**src/rtl/a20ctl_pkg.sv**
```systemverilog
package a20ctl_pkg;
  typedef struct packed {
    logic wrEn;
    logic rdEn;
  } ioStrobe_t;
endpackage

```
**src/rtl/a20ctl_ctrl.sv**
```systemverilog
module a20ctl_ctrl #(
  parameter int ADDR_W = 16,
  parameter logic [ADDR_W-1:0] PORT_ADDR = 16'h0092
) (
  input  logic                    clk,
  input  logic                    porRst_n,
  input  logic                    softRst,
  input  logic [ADDR_W-1:0]       ioAddr,
  input  logic                    ioWr,
  input  logic                    ioRd,
  output a20ctl_pkg::ioStrobe_t   strb,
  output logic                    ioAck
);
  logic addrHit;

  assign addrHit = (ioAddr == PORT_ADDR);

  always_comb begin
    strb.wrEn = addrHit && ioWr && !softRst;
    strb.rdEn = addrHit && ioRd;
  end

  always_ff @(posedge clk or negedge porRst_n) begin
    if (!porRst_n) ioAck <= 1'b0;
    else           ioAck <= addrHit && (ioWr || ioRd);
  end
endmodule

```
**src/rtl/a20ctl_datapath.sv**
```systemverilog
module a20ctl_datapath #(
  parameter int DATA_W  = 8,
  parameter int A20_BIT = 1,
  parameter int RST_BIT = 0
) (
  input  logic                  clk,
  input  logic                  porRst_n,
  input  logic                  softRst,
  input  a20ctl_pkg::ioStrobe_t strb,
  input  logic [DATA_W-1:0]     ioWData,
  output logic [DATA_W-1:0]     ioRData,
  output logic                  a20Gate,
  output logic                  resetReq
);
  logic [DATA_W-1:0] ctlReg;
  logic [DATA_W-1:0] ctlNext;
  logic              riseBit;

  always_comb begin
    ctlNext = ctlReg;
    if (softRst)        ctlNext[RST_BIT] = 1'b0;
    else if (strb.wrEn) ctlNext = ioWData;
  end

  assign riseBit = strb.wrEn && ioWData[RST_BIT] && !ctlReg[RST_BIT];

  always_ff @(posedge clk or negedge porRst_n) begin
    if (!porRst_n) begin
      ctlReg   <= '0;
      ioRData  <= '0;
      resetReq <= 1'b0;
    end else begin
      ctlReg   <= ctlNext;
      ioRData  <= strb.rdEn ? ctlReg : '0;
      resetReq <= riseBit;
    end
  end

  assign a20Gate = ctlReg[A20_BIT];
endmodule

```
**src/rtl/a20ctl_port.sv**
```systemverilog
module a20ctl_port #(
  parameter int ADDR_W = 16,
  parameter int DATA_W = 8,
  parameter logic [ADDR_W-1:0] PORT_ADDR = 16'h0092
) (
  input  logic              clk,
  input  logic              porRst_n,
  input  logic              softRst,
  input  logic [ADDR_W-1:0] ioAddr,
  input  logic              ioWr,
  input  logic              ioRd,
  input  logic [DATA_W-1:0] ioWData,
  output logic [DATA_W-1:0] ioRData,
  output logic              ioAck,
  output logic              a20Gate,
  output logic              resetReq
);
  localparam int A20_BIT = 1;
  localparam int RST_BIT = 0;

  a20ctl_pkg::ioStrobe_t strb;

  a20ctl_ctrl #(.ADDR_W(ADDR_W), .PORT_ADDR(PORT_ADDR)) u_ctrl (
    .clk(clk), .porRst_n(porRst_n), .softRst(softRst),
    .ioAddr(ioAddr), .ioWr(ioWr), .ioRd(ioRd),
    .strb(strb), .ioAck(ioAck)
  );

  a20ctl_datapath #(.DATA_W(DATA_W), .A20_BIT(A20_BIT), .RST_BIT(RST_BIT)) u_dp (
    .clk(clk), .porRst_n(porRst_n), .softRst(softRst),
    .strb(strb), .ioWData(ioWData),
    .ioRData(ioRData), .a20Gate(a20Gate), .resetReq(resetReq)
  );
endmodule

```
**config.mk**
```make
export PLATFORM = sky130hd
export DESIGN_NAME = a20ctl_port
export DESIGN_NICKNAME = d
export VERILOG_FILES = /design/src/rtl/a20ctl_pkg.sv /design/src/rtl/a20ctl_ctrl.sv /design/src/rtl/a20ctl_datapath.sv /design/src/rtl/a20ctl_port.sv
export SDC_FILE = /design/constraint.sdc
export NUM_CORES = 1
export LEC_CHECK = 0
export BUFFER_PORTS_ARGS = -buffer_cell sky130_fd_sc_hd__buf_2
export CAP_MARGIN = 20
export CORE_MARGIN = 1.5
export CORE_UTILIZATION = 41
export CTS_CLUSTER_SIZE = 20
export DETAILED_ROUTE_END_ITERATION = 6
export PLACE_DENSITY = 0.76
export SYNTH_ARGS = -nofsm -noshare
export SYNTH_HDL_FRONTEND = slang
export SYNTH_SLANG_ARGS = --single-unit
```
**constraint.sdc**
```tcl
create_clock -name clk -period 0.87 [get_ports clk]
set_input_delay 0.174 -clock clk [delete_from_list [all_inputs] [get_ports clk]]
set_output_delay 0.174 -clock clk [all_outputs]
set_load 0.01 [all_outputs]
```
==> metrics.md <==
| Metric | Value |
|---|---|
| I/O pin cnt | `40` |
| Worst-path maximum fanout | `7` |
| Clock skew | `3.53 ps` |
| Post-synthesis sequential area ratio | `65.3%` |
| Rows | `14` |
| Register Area | `450 sq um` |
| Largest net degree at the start of global routing | `19` |
| Fmax | `804 MHz` |
| Clock buffer depth | `2` |
| Leading area contributor after synthesis | `dfrtp_1` |
| Routed via count | `555` |
| Mapped Area | `689 sq um` |
| Hold WS | `82.4 ps` |
| Hold Crit Class | `in2reg` |
| Worst-skew pair later-pin latency | `280 ps` |
| IO buf count | `39` |
| Congestion Overflow GR | `0` |
| P_leak | `0.625 nW` |
| Worst Setup End Kind | `flip-flop` |
| Post-Synthesis Cells | `48` |
| Startpoint types | `input pin` |
| Failing checks | `negative setup slack` |
| Distinct cells, synth | `16` |
| Power per cell area | `1320 nW/um^2` |
| CTS clk-pin slew, worst paths | `100 ps` |
| CP required | `1040 ps` |
| DRC viols | `0` |
| H-tree level count | `1` |
| First-pass DRT Iterations | `3` |
| Commonest non-fill, non-tap cell in the layout | `buf_2` |
| Highest-count cells in the layout ignoring fill and taps | `buf_2, dfrtp_1, and3_1` |
| ANT nets after route | `0` |
| Reg2reg start | `u_dp.ctlReg[1]$_DFFE_PN0P_` |
| Final setup viols | `29` |
| Fin. max-slew vios | `0` |
| WS Path Type | `in2reg` |
| GR Util All Layers | `17.2%` |
| Worst path arrival time | `1420 ps` |
| Synthesized Nets | `77` |
| Vias in the first global route | `565` |
| Number of buffers created by CTS | `3` |
| Gpl congestion | `0.659` |
| Share of cells above drive strength 1 | `65.6%` |
| Die X | `44.0 microns` |
| Number of max-cap violations | `0` |
| Root buf cell | `clkbuf_4` |
| Post-route clock period utilization | `143%` |
| Initial drt markers | `5` |
| Hold wc startpoint | `softRst` |
| Post-route minimum period | `1240 ps` |
| RSZ-0062 raised after global routing | `yes` |
| Area of the multi-input gates | `325 sq um` |
| PnR worst setup slack | `-374 ps` |
| Routed vias/inst | `4.96` |
| TritonCTS sink count | `18` |
| Max-slew headroom | `75.0%` |
| CP Launch Point | `ioAddr[15]` |
| Starting Density | `44.7%` |
| Die area | `1940 sq um` |
| P&R area growth vs syn | `62.4%` |
| Register bit total from synthesis | `18` |
| Synthesis Warnings | `0` |
| Final instance area | `1120 sq um` |
| Initial antenna violation count | `0` |
| WL/cell | `13.7 microns` |
| CTS tree | `done` |
| Synth area leaders | `dfrtp_1, mux2_2, and3_1, nor4b_1, nor3_4` |
| Placed cells | `105` |
| Top cell type's share of synthesized area | `65.3%` |
| Maximum VDD drop | `0.591 mV` |
| N_diodes | `0` |
| Final non-filler cell total | `112` |
| Core ar. | `1540 sq um` |
| DIE HEIGHT | `44.0 microns` |
| Slew @ Worst Pin | `375 ps` |
| Filler instances | `107` |
| Nets | `126` |
| Status | `finished with violations` |
| First-pass GRT wire length | `2350 microns` |
| DRT Wirelength | `1540 microns` |
| Mapped Avg Cell Area | `14.4 sq um` |
| Hold Fails Final Rpt | `0` |
| Placed cell area | `987 sq um` |
power breakdown:
part	switching, mW	leakage, nW	internal, mW
clock network	0.238	0.0210	0.255
registers	0.0000382	0.252	0.836
logic	0.0651	0.352	0.0835
total	0.303	0.625	1.17
cells by family (layout without fill, tap and decap cells):
kind of cell | Yosys count | after routing | share of synthesized area [%]
buffers and inverters | 2 | 50 | 1.09
multiplexers | 7 | 7 | 11.4
flip-flops | 18 | 18 | 65.3
AO/OA/AOI/OAI | 3 | 3 | 2.54
AND/OR/NAND/NOR | 18 | 18 | 19.6
layout make-up:
cell class	instances	share of cell area, %
clock buffer	4	3.24
inverter	1	0.335
multi-input combinational	28	29.1
sequential	18	40.2
tap	16	1.79
timing repair buffer	45	25.4
layer usage:
layer / vias to the layer above / global-route usage [%] / part of all wire [%]
met1: 256 / 19.8 / 41
met2: 25 / 28.8 / 52
met3: 2 / 5.00 / 5.6
met5: - / 0 / 0
met4: 0 / 9.09 / 0.98
li1: 272 / - / -
sequential cells by signal, summed over array words and instances, names as in the netlist:
name / flops
u_ctrl.ioAck: 1
u_dp.ioRData: 8
u_dp.resetReq: 1
u_dp.ctlReg: 8
cell usage after synthesis:
master and instances:
and3_1 8, and4_2 1, clkbuf_1 1, nor4_1 1, a21oi_1 1, nand3_1 1, o21a_1 1, inv_1 1
nor4b_1 3, dfrtp_1 18, nor3_4 1, mux2_2 7, o21ai_0 1, nand3b_1 1, nand4_1 1, nor3b_1 1
timing repair:
item,4_1_cts,5_1_grt
endpoints found under the setup margin,27,29
hold buffers,1,0
pin swaps,6,3
buffers inserted,2,1
endpoints found under the hold margin,18,0
resized for setup,14,2
worst paths after layout:
kind	end	depth (start not counted)	slack (ps)
max reg2reg	u_dp.ctlReg[1]$_DFFE_PN0P_	2	-20
min reg2reg	u_dp.resetReq$_DFF_PN0_	1	470
max in group asynchronous	u_dp.ioRData[3]$_DFF_PN0_	2	270
min in group asynchronous	u_dp.ioRData[0]$_DFF_PN0_	2	320
max	u_dp.ctlReg[5]$_DFFE_PN0P_	6	-370
min	u_dp.ctlReg[0]$_DFFE_PN0P_	2	80
per-stage QoR:
step	total power [mW]	setup slack (ps)	TNS, ps	utilization, %
2_1_floorplan	0.873	-577	-5730	-
3_3_place_gp	0.976	-719	-8610	64.0
3_5_place_dp	0.978	-758	-8960	64.0
4_1_cts	1.49	-329	-3580	72.0
5_1_grt	1.54	-401	-5190	72.6
6_report	1.48	-374	-4280	72.6
critical path: stages:
cell	delay, ps
buf_6	100
nor4b_4	290
nand4_1	210
nor3_4	170
buf_6	170
mux2_4	310
No activity file was read; power rests on OpenSTA's default activity.
